[src/rtl/arr_desc_pkg.sv]
package arr_desc_pkg;
  localparam int TAG_W = 4;

  typedef enum logic [TAG_W-1:0] {
    TAG_UNDF = 4'd0,
    TAG_INTG = 4'd1,
    TAG_FLOT = 4'd2,
    TAG_BOOL = 4'd3,
    TAG_ADDR = 4'd4,
    TAG_DESC = 4'd5
  } tag_e;

  typedef enum logic [2:0] {
    OP_NONE  = 3'd0,
    OP_ARRAY = 3'd1,
    OP_INDEX = 3'd2,
    OP_SIZE  = 3'd3,
    OP_ALLOC = 3'd4,
    OP_STEP  = 3'd5
  } op_e;

  // strobes from control to datapath
  typedef struct packed {
    logic captureOp;
    logic fillLoad;
    logic fillWrite;
  } ctl_s;
endpackage

[src/rtl/arr_desc_ctrl.sv]
module arr_desc_ctrl
  import arr_desc_pkg::*;
(
  input  logic clk,
  input  logic rstN,
  input  logic opValid,
  input  logic fillNeed,
  input  logic lastFill,
  output ctl_s ctl,
  output logic busy
);
  typedef enum logic { ST_IDLE, ST_FILL } state_e;
  state_e state, stateNext;

  always_comb begin
    ctl = '0;
    stateNext = state;
    if (state == ST_IDLE) begin
      ctl.captureOp = opValid;
      if (opValid && fillNeed) begin
        ctl.fillLoad = 1'b1;
        stateNext = ST_FILL;
      end
    end else begin
      ctl.fillWrite = 1'b1;
      if (lastFill) stateNext = ST_IDLE;
    end
  end

  always_ff @(posedge clk) begin
    if (!rstN) state <= ST_IDLE;
    else       state <= stateNext;
  end

  assign busy = (state == ST_FILL);


  busy_ignore_chk: assert property (@(posedge clk) disable iff (!rstN)
    busy |-> !ctl.captureOp && !ctl.fillLoad);


  fill_start_chk: assert property (@(posedge clk) disable iff (!rstN)
    ctl.fillLoad |=> busy);
endmodule

[src/rtl/arr_desc_dp.sv]
module arr_desc_dp
  import arr_desc_pkg::*;
#(
  parameter int WORD_W = 64,
  parameter int ADDR_W = 32
) (
  input  logic              clk,
  input  logic              rstN,
  input  ctl_s              ctl,
  input  logic [2:0]        opCode,
  input  logic [WORD_W-1:0] opAVal,
  input  logic [TAG_W-1:0]  opATag,
  input  logic [WORD_W-1:0] opBVal,
  input  logic [TAG_W-1:0]  opBTag,
  input  logic [ADDR_W-1:0] spIn,
  output logic              fillNeed,
  output logic              lastFill,
  output logic              pushValid,
  output logic [WORD_W-1:0] pushVal,
  output logic [TAG_W-1:0]  pushTag,
  output logic              memWe,
  output logic [ADDR_W-1:0] memAddr,
  output logic [WORD_W-1:0] memData,
  output logic [TAG_W-1:0]  memTag,
  output logic              spLoad,
  output logic [ADDR_W-1:0] spNext,
  output logic              trap
);
  localparam int HI_W    = WORD_W - ADDR_W;
  localparam int WORD_BY = 8;

  // fields of operands
  logic [ADDR_W-1:0] aLow, bSize, bStart;
  logic              aFits, aNeg;
  logic [WORD_W-1:0] idxLimit;
  assign aLow   = opAVal[ADDR_W-1:0];
  assign aFits  = (opAVal[WORD_W-1:ADDR_W] == '0);
  assign aNeg   = opAVal[WORD_W-1];
  assign bSize  = opBVal[WORD_W-1:HI_W];
  assign bStart = opBVal[ADDR_W-1:0];
  assign idxLimit = {{HI_W{1'b0}}, bSize};

  // combinational result of the presented op
  logic              rPush, rMem, rSp, rTrap;
  logic [WORD_W-1:0] rPushVal, rMemData;
  logic [TAG_W-1:0]  rPushTag;
  logic [ADDR_W-1:0] rMemAddr, rSpNext;

  always_comb begin
    rPush = 1'b0; rMem = 1'b0; rSp = 1'b0; rTrap = 1'b0;
    rPushVal = '0; rPushTag = TAG_UNDF; rMemData = '0;
    rMemAddr = '0; rSpNext = spIn;
    fillNeed = 1'b0;
    unique case (op_e'(opCode))
      OP_ARRAY: begin
        if (opATag != TAG_INTG || !aFits || opBTag != TAG_ADDR) rTrap = 1'b1;
        else begin
          rMem     = 1'b1;
          rMemAddr = bStart;
          rMemData = {aLow, spIn};
          rSp      = 1'b1;
          rSpNext  = spIn + aLow * WORD_BY;
          fillNeed = (aLow != '0);
        end
      end
      OP_INDEX: begin
        if (opBTag != TAG_DESC || opATag != TAG_INTG || aNeg || opAVal >= idxLimit)
          rTrap = 1'b1;
        else begin
          rPush    = 1'b1;
          rPushTag = TAG_ADDR;
          rPushVal = {{HI_W{1'b0}}, bStart + aLow * WORD_BY};
        end
      end
      OP_SIZE: begin
        if (opATag != TAG_DESC) rTrap = 1'b1;
        else begin
          rPush    = 1'b1;
          rPushTag = TAG_INTG;
          rPushVal = {{HI_W{1'b0}}, opAVal[WORD_W-1:HI_W]};
        end
      end
      OP_ALLOC: begin
        if (opATag != TAG_INTG || !aFits) rTrap = 1'b1;
        else begin
          rSp     = 1'b1;
          rSpNext = spIn + aLow * WORD_BY;
        end
      end
      OP_STEP: begin
        rSp     = 1'b1;
        rSpNext = spIn + ADDR_W'(WORD_BY);
      end
      default: ;
    endcase
  end

  // body clearing state
  logic [ADDR_W-1:0] fillAddr, fillLeft;
  assign lastFill = (fillLeft == ADDR_W'(1));

  always_ff @(posedge clk) begin
    if (!rstN) begin
      fillAddr <= '0;
      fillLeft <= '0;
    end else if (ctl.fillLoad) begin
      fillAddr <= spIn;
      fillLeft <= aLow;
    end else if (ctl.fillWrite) begin
      fillAddr <= fillAddr + ADDR_W'(WORD_BY);
      fillLeft <= fillLeft - 1'b1;
    end
  end

  // registered outputs
  always_ff @(posedge clk) begin
    if (!rstN) begin
      pushValid <= 1'b0; memWe <= 1'b0; spLoad <= 1'b0; trap <= 1'b0;
      pushVal <= '0; pushTag <= TAG_UNDF; memAddr <= '0; memData <= '0;
      memTag <= TAG_UNDF; spNext <= '0;
    end else if (ctl.captureOp) begin
      pushValid <= rPush; pushVal <= rPushVal; pushTag <= rPushTag;
      memWe <= rMem; memAddr <= rMemAddr; memData <= rMemData; memTag <= TAG_DESC;
      spLoad <= rSp; spNext <= rSpNext; trap <= rTrap;
    end else if (ctl.fillWrite) begin
      pushValid <= 1'b0; spLoad <= 1'b0; trap <= 1'b0;
      memWe <= 1'b1; memAddr <= fillAddr; memData <= '0; memTag <= TAG_UNDF;
    end else begin
      pushValid <= 1'b0; memWe <= 1'b0; spLoad <= 1'b0; trap <= 1'b0;
    end
  end


  trap_quiet_chk: assert property (@(posedge clk) disable iff (!rstN)
    trap |-> !pushValid && !memWe && !spLoad);


  index_addr_chk: assert property (@(posedge clk) disable iff (!rstN)
    (pushValid && pushTag == TAG_ADDR) |-> pushVal[WORD_W-1:ADDR_W] == '0);


  fill_stride_chk: assert property (@(posedge clk) disable iff (!rstN)
    (memWe && memTag == TAG_UNDF && $past(memWe && memTag == TAG_UNDF))
      |-> memAddr == $past(memAddr) + ADDR_W'(WORD_BY));


  fill_data_chk: assert property (@(posedge clk) disable iff (!rstN)
    (memWe && memTag == TAG_UNDF) |-> memData == '0 && !pushValid);
endmodule

[src/rtl/arr_desc_unit.sv]
module arr_desc_unit
  import arr_desc_pkg::*;
#(
  parameter int WORD_W = 64,
  parameter int ADDR_W = 32
) (
  input  logic              clk,
  input  logic              rstN,
  input  logic              opValid,
  input  logic [2:0]        opCode,
  input  logic [WORD_W-1:0] opAVal,
  input  logic [3:0]        opATag,
  input  logic [WORD_W-1:0] opBVal,
  input  logic [3:0]        opBTag,
  input  logic [ADDR_W-1:0] spIn,
  output logic              pushValid,
  output logic [WORD_W-1:0] pushVal,
  output logic [3:0]        pushTag,
  output logic              memWe,
  output logic [ADDR_W-1:0] memAddr,
  output logic [WORD_W-1:0] memData,
  output logic [3:0]        memTag,
  output logic              spLoad,
  output logic [ADDR_W-1:0] spNext,
  output logic              trap,
  output logic              busy
);
  ctl_s ctl;
  logic fillNeed, lastFill;

  arr_desc_ctrl ctrl_i (
    .clk(clk), .rstN(rstN), .opValid(opValid), .fillNeed(fillNeed),
    .lastFill(lastFill), .ctl(ctl), .busy(busy)
  );

  arr_desc_dp #(.WORD_W(WORD_W), .ADDR_W(ADDR_W)) dp_i (
    .clk(clk), .rstN(rstN), .ctl(ctl), .opCode(opCode),
    .opAVal(opAVal), .opATag(opATag), .opBVal(opBVal), .opBTag(opBTag),
    .spIn(spIn), .fillNeed(fillNeed), .lastFill(lastFill),
    .pushValid(pushValid), .pushVal(pushVal), .pushTag(pushTag),
    .memWe(memWe), .memAddr(memAddr), .memData(memData), .memTag(memTag),
    .spLoad(spLoad), .spNext(spNext), .trap(trap)
  );
endmodule

[config.mk]
export PLATFORM = sky130hd
export DESIGN_NAME = arr_desc_unit
export DESIGN_NICKNAME = d
export VERILOG_FILES = /design/src/rtl/arr_desc_pkg.sv /design/src/rtl/arr_desc_ctrl.sv /design/src/rtl/arr_desc_dp.sv /design/src/rtl/arr_desc_unit.sv
export SDC_FILE = /design/constraint.sdc
export NUM_CORES = 1
export LEC_CHECK = 0
export ABC_AREA = 0
export BUFFER_PORTS_ARGS = -buffer_cell sky130_fd_sc_hd__buf_2
export CAP_MARGIN = 5
export CORE_UTILIZATION = 54
export DETAILED_ROUTE_END_ITERATION = 8
export PLACE_DENSITY = 0.89
export SLEW_MARGIN = 20
export SYNTH_ARGS = -nofsm -noshare
export SYNTH_HDL_FRONTEND = slang
export SYNTH_SLANG_ARGS = --single-unit
[constraint.sdc]
create_clock -name clk -period 4 [get_ports clk]
set_clock_uncertainty 0.1 [all_clocks]
set_input_delay 1.2 -clock clk [delete_from_list [all_inputs] [get_ports clk]]
set_output_delay 1.2 -clock clk [all_outputs]
set_load 0.01 [all_outputs]
Word-level counts from Yosys, hierarchy flattened
Index checks and enable logic that the tools add are counted.

word-level totals
  register bits = 267
  input port bits = 174
  output and inout bits = 205
  word-level logic and storage cells = 85

operators by class
  $add $sub $neg = 5
  order comparisons = 1
  equality and inequality tests = 10
  multiplexer cells = 44
  reductions and logical operators = 12

operators with widths
  operator                 count
  $mux W32                 12
  $mux W64                 4
  $pmux W64 S2             1
  $pmux W32 S3             1
  $add A32 B32 Y32         2
  $add A32 B4 Y32 const B  2
  $ge A64 B32 Y1           1
  $eq A32 B1 Y1 const B    1
  $logic_not A32 Y1        1
  $reduce_bool A32 Y1      1
  $sub A32 B1 Y32 const B  1
  $mux W1                  18
  $ne A4 B3 Y1 const B     3
  $mux W3                  3
  $pmux W4 S2              1
  $eq A3 B2 Y1 const B     2
  $eq A3 B3 Y1 const B     2
  $logic_or A1 B1 Y1       5
  $ne A4 B1 Y1 const B     1
  $pmux W1 S4              1
  $reduce_bool A2 Y1       2
  $eq A3 B1 Y1 const B     1
  $pmux W1 S3              1
  $mux W2                  1
  4 further kinds          4

Longest topological paths before layout
  depth after elaboration = 10
  depth in mapped cells = 13
  mapped depth without buffers = 13

Hierarchy
Synthesis repeated with hierarchy kept, for this count alone.

unflattened totals
  cell total of the unflattened synthesis = 1832
  area, all modules = 14747.9 sq um

modules (own cells, without submodules)
  module         times used  cells an instance  area each (sq um)  seq. area each (sq um)
  arr_desc_dp    1           1826               14686.6            4624.4
  arr_desc_ctrl  1           6                  61.3               20.0

Least setup slack after synthesis
OpenSTA, ideal clock, no wires.

  path kind = input to register
  from = input port opAVal[0]
  to = register dp_i.pushVal[29]
  setup time = 125 ps
  data arrival time = 3585 ps
  required time = 3775 ps
  slack = 190 ps
  cell stages on the path = 12
  buffers on the path = 0
  path through = ha_1 > fa_1 > a21o_1 > a221oi_1 > o2bb2ai_1 > nand4_1 > a31oi_1 > a221o_1 > a21o_1 > a21oi_1 > xor2_1 > o21ai_1

between the ends
  word-level cells in the longest chain between the ends = 4
  elaborated cells on any way between the ends = 5
  classes of those cells = add/sub (1); order compare (1); mux (2); reduce/logical (1)

ends and longest elaborated chain
  what                  line                 RTL
  start, declared       arr_desc_unit.sv:11  input logic [WORD_W-1:0] opAVal,
  $ge A64 B32 Y1        arr_desc_dp.sv:67    if (opBTag != TAG_DESC || opATag != TAG_INTG || aNeg || opAVal >= idxLimit)
  $logic_or A1 B1 Y1    arr_desc_dp.sv:67
  $mux W32 *            arr_desc_dp.sv:67
  $pmux W64 S2 *        arr_desc_dp.sv:54    unique case (op_e'(opCode))
  end signal, assigned  arr_desc_dp.sv:122   pushValid <= rPush; pushVal <= rPushVal; pushTag <= rPushTag;
  end, declared         arr_desc_dp.sv:19    output logic [WORD_W-1:0] pushVal,

Every way passes the cells marked *; elsewhere a longest branch is shown, timed or not.
A chain may end at the register's enable or synchronous reset.

Worst setup path in the final report
  from = input port opAVal[0]
  to = register dp_i.spNext[29]

between the ends
  word-level cells in the longest chain between the ends = 3
  elaborated cells on any way between the ends = 4
  classes of those cells = add/sub (1); mux (3)

ends and longest elaborated chain
  what                         line                                  RTL
  $add A32 B32 Y32 *           arr_desc_dp.sv:62, arr_desc_dp.sv:87
  $mux W32 (on tied branches)  arr_desc_dp.sv:84, arr_desc_dp.sv:56
  $pmux W32 S3 *               arr_desc_dp.sv:54
  end signal, assigned         arr_desc_dp.sv:124                    spLoad <= rSp; spNext <= rSpNext; trap <= rTrap;
  end, declared                arr_desc_dp.sv:26                     output logic [ADDR_W-1:0] spNext,

Marked as above.

==> reports/metrics.yaml <==
run_status:
  status: "finished, final reports clean"
min_path:
  hold_path.class: "reg2reg"
finish:
  fill_cells: 2227
  drive_above_1_share_pct: 23.4
  stdcell_area_um2: 18400
  syn_to_final_growth_pct: 23.9
  multi_input_area_um2: 9350
  fin_util_pct: 68.3
  regArea_um2: 4650
  num-nets-final: 2571
route:
  vias: 17007
  drt_wl_total_um: 58800
  wl_per_cell_um: 22.1
  drt_iter0_markers: 2045
  postRouteAntennaNets: 0
  vias_per_cell: 6.38
  route.detailed.drc: 0
  firstDrtPassIters: 7
sta:
  setup_viol: 0
  rsz0062_at_grt: "no"
  hold_viol_final: 0
  fin_crit_ns: 3.82
  fmax_ghz: 0.262
  slew_headroom_pct: 37.9
  worst_pin_slew_ns: 0.923
  final-max-slew-violation-count: 0
  post-route-period-util_pct: 95.6
grt:
  grt-ovfl-total: 0
  track_usage_pct: 40.0
  grt_pass1_vias: 15782
  antenna_found_initial: 1
  grt_pass1_wl_um: 87900
  grt_max_degree: 68
synthesis:
  synth_cell_type_count: 71
  ys_seq_area_share_pct: 31.3
  synth-seq-cells: 232
  synth_common_cells: "dfxtp_1 (232), a21oi_1 (190), nand2_1 (175)"
  post-synth-top-count-cell: "dfxtp_1"
  synth_edf_count: 0
  synth_area_leaders: "dfxtp_1 (31%), ha_1 (7.7%), a21oi_1 (6.4%)"
  syn_inst: 1921
  syn_area_um2: 14900
  ys_warn_count: 0
  yosys_most_used_dff: "dfxtp_1"
  synth.avg_cell_area_um2: 7.73
  synth.largest_area_cell: "dfxtp_1"
  synth_top_area_share_pct: 31.3
  async_reset_ff_share_pct: 0
cts:
  insertion_delay_ns: 0.54
  htree_levels: 1
  cts_resized: 0
  root_buffer: "clkbuf_16"
  cts_buffers: 26
  clkTransAtPathRegs_ns: 0.06
  cts_setup_buffers: 0
  clock_path_buffers: 3
  cts_tree: "done"
  cts.sink_count: 232
  ctsHoldBuffers: 0
worst_setup_path:
  path_max_fanout: 4
  cp_num_buf_inv: 2
  cp_slowest_cell: "a311oi_1"
  critical-path-top-delay-family: "compound AO/OA/AOI/OAI gates"
  crit_arrival_ns: 4.17
  endpoint_kind: "register"
  critPathKind: "in2reg"
  required_ns: 4.35
  path_cells: "buf_2 -> ha_1 -> inv_1 -> fa_1 -> nand2b_1 -> a211oi_1 -> o21ai_0 -> o21a_1 -> a311oi_1 -> o21a_1 -> o31a_1 -> nor3_1 -> nand3b_1 -> a211oi_1"
  max_stage_delay_ns: 0.40
  startpoint_type: "input port"
power:
  peakVddDrop_mv: 0.295
  p_leak_nw: 8.61
  p_total_mw: 5.95
  power_density_nw_per_um2: 323
floorplanning:
  dieHeight_um: 168
  row_count: 60
  dieArea_um2: 28200
  die_width_um: 168
  io_pins: 379
  start_util_pct: 55.1
  coreArea_um2: 27000
job:
  max_cap_violations: 0
placement:
  dpl_cell_area_um2: 17500
  port_buffers: 342
  place_hpwl_um: 44800
  gp_congestion: 0.993
[path summary, 6_finish.rpt]
| kind | startpoint | to | slack [ns] | cells past startpoint |
|---|---|---|---|---|
| worst max-delay path | opAVal[0] | dp_i.spNext[29]$_SDFFE_PN0P_ | 0.18 | 14 |
| worst min-delay path | dp_i.memData[52]$_SDFFE_PN0P_ | dp_i.memData[52]$_SDFFE_PN0P_ | 0.35 | 2 |
| worst max register to register | dp_i.fillLeft[2]$_SDFFE_PN0P_ | dp_i.fillLeft[30]$_SDFFE_PN0P_ | 0.87 | 10 |
| worst min register to register | dp_i.memData[52]$_SDFFE_PN0P_ | dp_i.memData[52]$_SDFFE_PN0P_ | 0.35 | 2 |
[state kept, by name (all words and copies together) (netlist names), 2 cells and up]
signal / count
dp_i.fillAddr: 32
dp_i.pushVal: 32
dp_i.memAddr: 32
dp_i.fillLeft: 32
dp_i.pushTag: 2
dp_i.spNext: 32
dp_i.memData: 64
[layout by cell type, fill, tap and decap left out, types with 36 or more instances in the layout]
| cell type | count |
|---|---|
| buf_2 | 342 |
| dfxtp_1 | 231 |
| a21oi_1 | 190 |
| nand2_1 | 175 |
| o21ai_0 | 166 |
| nor2_1 | 159 |
| buf_4 | 128 |
| ha_1 | 92 |
| a22oi_1 | 81 |
| inv_1 | 58 |
| nand3_1 | 45 |
| a21o_1 | 44 |
| conb_1 | 36 |
[routing by layer]
layer  part of all wire [%]  up-vias  GRT usage, %
li1                       -     7731             -
met1                     39     7945          52.5
met2                     44     1138          63.4
met3                     12      193          7.55
met4                    5.0        0          19.3
met5                      0        -             0
[tightest hold or removal path: stages (launching register included)]
cell	delay, ns
dfxtp_1	0.31
nand2_1	0.05
a21oi_1	0.05
[power breakdown]
group	internal, mW	switching [mW]	total, mW
registers	2.34	0.0165	2.35
clock network	1.50	0.986	2.48
logic	0.436	0.677	1.11
[area by class of cell]
type / instances / share of cell area [%]
tap: 341 / 2.32
clock buffer: 38 / 4.11
timing repair buffer: 480 / 15.6
sequential: 232 / 25.2
multi-input combinational: 1503 / 50.8
antenna: 2 / 0.0272
clock inverter: 8 / 0.639
inverter: 60 / 1.22
[kinds of logic (layout without fill, tap and decap cells)]
kind of cell	Yosys count	in the layout	share of synthesized area [%]
adder cells (fa/ha/maj)	94	94	8.02
flip-flops	232	232	31.3
AND/OR/NAND/NOR	626	626	20.9
other	1	38	0.0252
XOR/XNOR	60	60	3.54
AO/OA/AOI/OAI	687	687	29.4
buffers and inverters	221	586	6.91
[stage by stage]
| stage | instances | hold slack (ns) | setup WS [ns] | TNS, ns |
|---|---|---|---|---|
| 6_report | 2664 | 0.353 | 0.177 | 0 |
| 5_1_grt | 2662 | 0.367 | 0.100 | 0 |
| 4_1_cts | 2662 | 0.351 | 0.290 | 0 |
| 3_5_place_dp | 2616 | 0.338 | -0.266 | -7.48 |
| 3_3_place_gp | 2616 | 0.328 | -0.188 | -4.22 |
| 2_1_floorplan | 1956 | 0.341 | 0.190 | 0 |
(Power assumes the default switching activity.)
